<file path="src/rtl/sched_pkg.sv">
package sched_pkg;

  typedef enum logic [1:0] {
    ST_A   = 2'd0,
    ST_PAR = 2'd1,
    ST_D   = 2'd2,
    ST_FIN = 2'd3
  } seq_state_e;

  localparam int unsigned PAR_KIDS = 2;

endpackage

</file>
<file path="src/rtl/rst_sync.sv">
module rst_sync #(
  parameter int unsigned STAGES = 2
) (
  input  logic clk,
  input  logic rst_n_async,
  output logic rst_n_sync
);

  logic [STAGES-1:0] sync_q;

  always_ff @(posedge clk or negedge rst_n_async) begin
    if (!rst_n_async) begin
      sync_q <= '0;
    end else begin
      sync_q <= {sync_q[STAGES-2:0], 1'b1};
    end
  end

  assign rst_n_sync = sync_q[STAGES-1];

endmodule

</file>
<file path="src/rtl/par_ctrl.sv">
module par_ctrl #(
  parameter int unsigned N_KIDS = 2
) (
  input  logic              clk,
  input  logic              rst_n,
  input  logic              sec_go,
  input  logic              ctx_run,
  input  logic [N_KIDS-1:0] kid_done,
  output logic [N_KIDS-1:0] kid_go,
  output logic              sec_done
);

  logic [N_KIDS-1:0] lat_q;
  logic [N_KIDS-1:0] qual_done;
  logic              clr;

  // a child's done counts only while the enclosing state is the parallel one
  assign qual_done = kid_done & {N_KIDS{ctx_run}};
  assign sec_done  = &lat_q;
  assign clr       = sec_done & ctx_run;

  for (genvar i = 0; i < N_KIDS; i++) begin : g_kid
    logic lat_en;
    logic lat_d;

    assign lat_en    = clr | qual_done[i];
    assign lat_d     = ~clr;
    assign kid_go[i] = sec_go & ~(lat_q[i] | qual_done[i]);

    always_ff @(posedge clk or negedge rst_n) begin
      if (!rst_n) begin
        lat_q[i] <= 1'b0;
      end else if (lat_en) begin
        lat_q[i] <= lat_d;
      end
    end

    // a qualified done marks the child complete on the next cycle
    p_latch_set_r5: assert property (@(posedge clk) disable iff (!rst_n)
      (ctx_run && kid_done[i] && !lat_q[i]) |=> lat_q[i]);

    // once complete, the child is not started again
    p_no_rego_r5: assert property (@(posedge clk) disable iff (!rst_n)
      (ctx_run && kid_done[i]) |=> !kid_go[i]);
  end

  // leaving the section clears every latch
  p_clear_r8: assert property (@(posedge clk) disable iff (!rst_n)
    (sec_done && ctx_run) |=> (lat_q == '0));

  // outside the parallel state nothing is recorded as complete
  p_no_stale_r4: assert property (@(posedge clk) disable iff (!rst_n)
    !ctx_run |-> (lat_q == '0));

endmodule

</file>
<file path="src/rtl/seq_fsm.sv">
module seq_fsm
  import sched_pkg::*;
(
  input  logic       clk,
  input  logic       rst_n,
  input  logic       top_go,
  input  logic       a_done,
  input  logic       par_done,
  input  logic       d_done,
  output seq_state_e state,
  output logic       a_go,
  output logic       par_go,
  output logic       d_go,
  output logic       top_done
);

  seq_state_e state_q, state_d;
  logic       st_en;

  always_comb begin
    state_d  = state_q;
    a_go     = 1'b0;
    par_go   = 1'b0;
    d_go     = 1'b0;
    top_done = 1'b0;
    unique case (state_q)
      ST_A: begin
        if (top_go) begin
          a_go = ~a_done;
          if (a_done) begin
            par_go  = 1'b1;   // early entry into the parallel section
            state_d = ST_PAR;
          end
        end
      end
      ST_PAR: begin
        par_go = ~par_done;
        if (par_done) state_d = ST_D;
      end
      ST_D: begin
        d_go = ~d_done;
        if (d_done) state_d = ST_FIN;
      end
      ST_FIN: begin
        top_done = 1'b1;
        state_d  = ST_A;
      end
      default: state_d = ST_A;
    endcase
  end

  assign st_en = (state_d != state_q);

  always_ff @(posedge clk or negedge rst_n) begin
    if (!rst_n) begin
      state_q <= ST_A;
    end else if (st_en) begin
      state_q <= state_d;
    end
  end

  assign state = state_q;

  // A finishing moves straight into the parallel state
  p_early_r3: assert property (@(posedge clk) disable iff (!rst_n)
    (state_q == ST_A && top_go && a_done) |=> (state_q == ST_PAR));

  // D finishing yields a top-level done on the next cycle
  p_d_to_done_r7: assert property (@(posedge clk) disable iff (!rst_n)
    (state_q == ST_D && d_done) |=> top_done);

  // top-level done is a single-cycle pulse
  p_done_pulse_r7: assert property (@(posedge clk) disable iff (!rst_n)
    top_done |=> !top_done);

  // with go low in the first state nothing is driven
  p_idle_r1: assert property (@(posedge clk) disable iff (!rst_n)
    (state_q == ST_A && !top_go) |-> !(a_go || par_go || d_go || top_done));

endmodule

</file>
<file path="src/rtl/seqpar_sched.sv">
module seqpar_sched
  import sched_pkg::*;
(
  input  logic clk,
  input  logic rst_n,
  input  logic start,
  output logic finish,
  output logic a_go,
  input  logic a_done,
  output logic b_go,
  input  logic b_done,
  output logic c_go,
  input  logic c_done,
  output logic d_go,
  input  logic d_done
);

  logic                rst_n_s;
  seq_state_e          state;
  logic                par_go;
  logic                par_done;
  logic                ctx_run;
  logic [PAR_KIDS-1:0] kid_go;
  logic [PAR_KIDS-1:0] kid_done;

  rst_sync #(.STAGES(2)) u_rst (
    .clk         (clk),
    .rst_n_async (rst_n),
    .rst_n_sync  (rst_n_s)
  );

  seq_fsm u_fsm (
    .clk      (clk),
    .rst_n    (rst_n_s),
    .top_go   (start),
    .a_done   (a_done),
    .par_done (par_done),
    .d_done   (d_done),
    .state    (state),
    .a_go     (a_go),
    .par_go   (par_go),
    .d_go     (d_go),
    .top_done (finish)
  );

  assign ctx_run  = (state == ST_PAR);
  assign kid_done = {c_done, b_done};

  par_ctrl #(.N_KIDS(PAR_KIDS)) u_par (
    .clk      (clk),
    .rst_n    (rst_n_s),
    .sec_go   (par_go),
    .ctx_run  (ctx_run),
    .kid_done (kid_done),
    .kid_go   (kid_go),
    .sec_done (par_done)
  );

  assign b_go = kid_go[0];
  assign c_go = kid_go[1];

  // A, the parallel section and D never drive go together
  p_one_phase_r2: assert property (@(posedge clk) disable iff (!rst_n_s)
    $onehot0({a_go, (b_go | c_go), d_go}));

  // D starts only once the section has completed
  p_d_after_par_r6: assert property (@(posedge clk) disable iff (!rst_n_s)
    (ctx_run && par_done) |=> d_go);

endmodule

</file>
<file path="config.mk">
export PLATFORM = sky130hd
export DESIGN_NAME = seqpar_sched
export DESIGN_NICKNAME = d
export VERILOG_FILES = /design/src/rtl/sched_pkg.sv /design/src/rtl/rst_sync.sv /design/src/rtl/par_ctrl.sv /design/src/rtl/seq_fsm.sv /design/src/rtl/seqpar_sched.sv
export SDC_FILE = /design/constraint.sdc
export NUM_CORES = 1
export LEC_CHECK = 0
export CORE_AREA = 4 4 41 43
export CTS_CLUSTER_SIZE = 28
export DETAILED_ROUTE_END_ITERATION = 12
export DIE_AREA = 0 0 45 47
export HOLD_SLACK_MARGIN = 0.02
export SLEW_MARGIN = 10
export SYNTH_ARGS = -nofsm -noshare
export SYNTH_HDL_FRONTEND = slang
export SYNTH_SLANG_ARGS = --single-unit
</file>
<file path="constraint.sdc">
create_clock -name clk -period 2.7 [get_ports clk]
set_input_delay 0.54 -clock clk [delete_from_list [all_inputs] [get_ports clk]]
set_output_delay 0.54 -clock clk [all_outputs]
set_load 0.02 [all_outputs]
</file>
# After elaboration in Yosys (flattened, before gate mapping)
# Index checks and enable logic that the tools add are counted.
[word_totals]
memories = 0
romBits = 0
elab_cells = 36
ff_bits = 6
output_inout_bits = 5
latchBits = 0
ram_bits = 0
input_bits = 7
[op_classes]
div = 0
shifts = 0
addsub = 0
bitwise_logic = 14
n_eq_ne = 4
mux = 12
mul = 0
n_lt_le_gt_ge = 0
n_reduce_logical = 2
[op_table]
columns = ["op", "n"]
rows = [
  ["two-way mux 2 bit", 4],
  ["one-hot mux 2 bit (4 select lines)", 1],
  ["two-way mux 1 bit", 6],
  ["NOT 1 bit", 6],
  ["== test 2 bit, second input constant", 2],
  ["bitwise OR 1 bit", 4],
  ["bitwise AND 1 bit", 3],
  ["bitwise AND 2 bit", 1],
  ["== test 2 x 1 -> 1 bit, second input constant", 1],
  ["logical NOT 2 bit", 1],
  ["inequality test 2 bit", 1],
  ["one-hot mux 1 bit (2 select lines)", 1],
  ["AND reduction 2 bit", 1],
]

# Longest topological paths before layout
[logic_depth]
depth_word = 5
mapped_depth = 3
depth_no_buf = 2

# Hierarchy
# Synthesis repeated with hierarchy kept, for this count alone.
[unflattened]
hier_cells = 29
hier_area_um2 = 320.3
[modules_own_cells]
columns = ["mod", "seq_area_each_um2", "area_per_inst_um2", "instances", "cells_each"]
rows = [
  ["seq_fsm", 50.0, 153.9, 1, 16],
  ["par_ctrl", 50.0, 98.8, 1, 9],
  ["rst_sync", 50.0, 53.8, 1, 3],
  ["seqpar_sched", 0.0, 13.8, 1, 1],
]

# Least setup slack after synthesis
# Ideal clock, no wire load.
[synth_path]
path_type = "input-to-output"
startpoint = "in a_done"
endpoint = "out a_go"
cell_stages = 1
t_arrival_ps = 1279
path_buffers = 0
required_ps = 2160
path_slack_ps = 881
cell_sequence = "nor4b_1"
[synth_via]
elab_chain_cells = 3
[synth_rtl]
columns = ["item", "line_no", "source"]
rows = [
  ["from (decl)", "seqpar_sched.sv:9", "input logic a_done,"],
  ["NOT 1 bit", "seq_fsm.sv:29", "a_go = ~a_done;"],
  ["two-way mux 1 bit", "seq_fsm.sv:28", "if (top_go) begin"],
  ["two-way mux 1 bit", "seq_fsm.sv:26", "unique case (state_q)"],
  ["to (decl)", "seqpar_sched.sv:8", "output logic a_go,"],
]
# Every way passes these cells.

# Worst setup path after layout
[layout_path]
startpoint = "in start"
endpoint = "out a_go"
[layout_via]
elab_chain_cells = 2
[layout_rtl]
columns = ["item", "line_no", "source"]
rows = [
  ["from (decl)", "seqpar_sched.sv:6", "input logic start,"],
  ["two-way mux 1 bit", "seq_fsm.sv:28", ""],
  ["two-way mux 1 bit", "seq_fsm.sv:26", ""],
]
# Every way passes these cells.

==> flow_summary_export.csv <==
group,metric,value,unit
run_status,status,"finished, final reports clean",
critical_path,cp.arrival,2.04,ns
timing,fin_crit_sh,95.4,%
drt,antenna_left,0,
critical_path,critPathMaxFanout,3,
critical_path,crit_buf_inv,2,
logic_synthesis,netlist_area,333,um^2
floorplan,fp.dieW,45,um
clocking,clk_latency,0.24,ns
global_routing,gr-usage-all-layers,6.85,%
logic_synthesis,synthCells,28,
global_routing,first_global_vias,240,
drt,vias_per_cell,4.47,
clocking,clkTransAtPathRegs,0.04,ns
floorplan,initial_core_util,25.6,%
logic_synthesis,synth_top_area_cell,"dfrtp_1",
placement,dp_worst_setup_slack,0.122,ns
global_routing,grt_pass1_wl,972,um
timing,period_needed,2.58,ns
floorplan,top_level_ports,12,
logic_synthesis,syn_nets,35,
floorplan,dieArea,2120,um^2
floorplan,core_region_area,1300,um^2
critical_path,crit_type,"primary input to output pin",
clocking,cts_inserted_buffers,3,
timing,worst_slack,0.125,ns
drt,drcViolationCount,0,
logic_synthesis,synth_ff_type,"dfrtp_1",
global_routing,grt_overflow,0,
power_and_ir_drop,powerDensity,925,nW/um^2
clocking,h-tree-depth,1,
logic_synthesis,synth_enable_flop_cells,0,
global_routing,grt_start_max_net_pins,12,
critical_path,cpLargestDelayFamily,"buffers and inverters",
floorplan,fp-row-count,13,
timing,fmax,0.388,GHz
finish,stdcell_count,55,
clocking,cts.sinks,6,
logic_synthesis,yosys-top-cells-area,"dfrtp_1 (45%), a211oi_2 (7.5%), buf_6 (6.8%)",
placement,portBuffers,11,
logic_synthesis,avgSynthCellArea,11.9,um^2
logic_synthesis,synthArstFlopShare,100,%
timing,rsz0062_at_grt,"no",
finish,drive_above_1_share,15.0,%
drt,drt_iter0_markers,5,
critical_path,end_kind,"output pin",
drt,first_pass_iters,3,
clocking,clk_path_buf_depth,2,
min_path,hold_class,"register to asynchronous set/reset pin",
critical_path,cp-start-kind,"primary input",
critical_path,crit_chain,"clkdlybuf4s50_1, nor4b_1, clkdlybuf4s50_1",
clocking,cts-resized-gates,0,
logic_synthesis,synth.most_common_cell,"dfrtp_1",
critical_path,cp_slowest_cell,"clkdlybuf4s50_1",
critical_path,required,2.16,ns
global_routing,antenna_found_initial,0,
run,drv_cap,0,
logic_synthesis,synth_cell_types,18,
clocking,ctsHoldBuffers,0,
clocking,root_buffer,"clkbuf_4",
critical_path,slowest_delay,0.66,ns
finish,multi_input_area,160,um^2
logic_synthesis,synth.yosys.warnings,0,
finish,antenna_cells,0,
drt,route.final.wire_length,607,um
timing,finalHoldViolations,0,
finish,area_growth,38.7,%
finish,nets,49,
power_and_ir_drop,totalPowerFinal,427,uW
clocking,cts_setup_buffers,0,
drt,via_count,246,
finish,regArea,150,um^2
timing,finalSetupViolCount,0,
timing,fin_skew,0.00104,ns
logic_synthesis,yosysSeqAreaShare,45.1,%
clocking,cts_tree,"built",
logic_synthesis,synth_seq_cells,6,
floorplan,die_y,47,um
logic_synthesis,yosysTopAreaCellShare,45.1,%
power_and_ir_drop,leakagePower,0.000200,uW
placement,dp_cells,52,
power_and_ir_drop,ir_drop,0.323,mV
finish,fillers,141,
timing,finalSetupTns,0,ns
timing,final_max_slew_viol_count,0,
placement,gp_congestion,0.771,
critical_path,critPathMostFrequentCell,"clkdlybuf4s50_1",
drt,wl_per_cell,11.0,um
==> worst register-to-register path, cell delays in order, from the launching register on <==
cell and delay, ns:
dfrtp_1 0.51, and3b_1 0.22, o21a_1 0.17
==> layout by cell type (no fill, tap or decap), drive strengths merged <==
cell type      instances
or2b                   1
a211oi                 2
nand2b                 2
and2                   1
nor2                   1
clkdlybuf4s50         11
nand3b                 2
and3b                  2
a21o                   1
nand4b                 1
a22oi                  1
a21oi                  1
dfrtp                  6
clkbuf                 3
nand2                  1
conb                   1
nor4b                  1
o21a                   2
==> cell families after synthesis <==
family	synth area share, %
buffers and inverters	6.77
DFF	45.1
AOI/OAI and AO/OA	18.0
and+or+nand+nor	28.9
other	1.13
==> flip-flops by register name (all words and copies together), names as in the netlist <==
name and flops:
u_fsm.state 2, u_par.lat_q 2, u_rst.sync_q 2
==> path summary, 6_finish.rpt <==
| kind | slack [ns] | cells after the start | from | endpoint |
|---|---|---|---|---|
| setup reg to reg | 1.69 | 2 | u_fsm.state[1] | u_par.lat_q[1] |
| min in group clk | 0.35 | 0 | u_rst.sync_q[0] | u_rst.sync_q[1] |
| hold / removal | 0.05 | 0 | u_rst.sync_q[1] | u_par.lat_q[0] |
| hold reg to reg | 0.05 | 0 | u_rst.sync_q[1] | u_par.lat_q[0] |
| setup / recovery | 0.12 | 3 | start | a_go |
| max in group asynchronous | 2.12 | 1 | rst_n | u_rst.sync_q[0] |
==> routing by layer <==
layer,GRT usage (%),vias to the layer above,wire [um]
li1,-,123,-
met1,8.60,109,255
met2,8.19,11,253
met3,1.92,3,67
met4,8.77,0,30
met5,0,-,0
==> through the flow <==
step	instance area, um^2	hold WS, ns	utilization [%]
after floorplan	333	0.0403	-
final	462	0.0543	35.5
after detailed placement	439	0.0574	33.8
after CTS	462	0.0612	35.5
after global routing	462	0.0727	35.5
after global placement	439	0.0497	33.8
==> power by group <==
group	total (uW)	leakage [uW]	switching, uW	internal [uW]
logic	176	0.000115	70.2	105
registers	173	0.0000706	51.8	121
clock network	78.3	0.0000138	28.3	50.0
total	427	0.000200	150	277
==> cell type report <==
class                   count  area share, %
well taps                  15           4.07
clock buffers               3           4.88
flip-flops and latches      6           32.5
repair buffers             11           23.8
multi-input cells          20           34.7
Power figures use the tool's default switching activity.
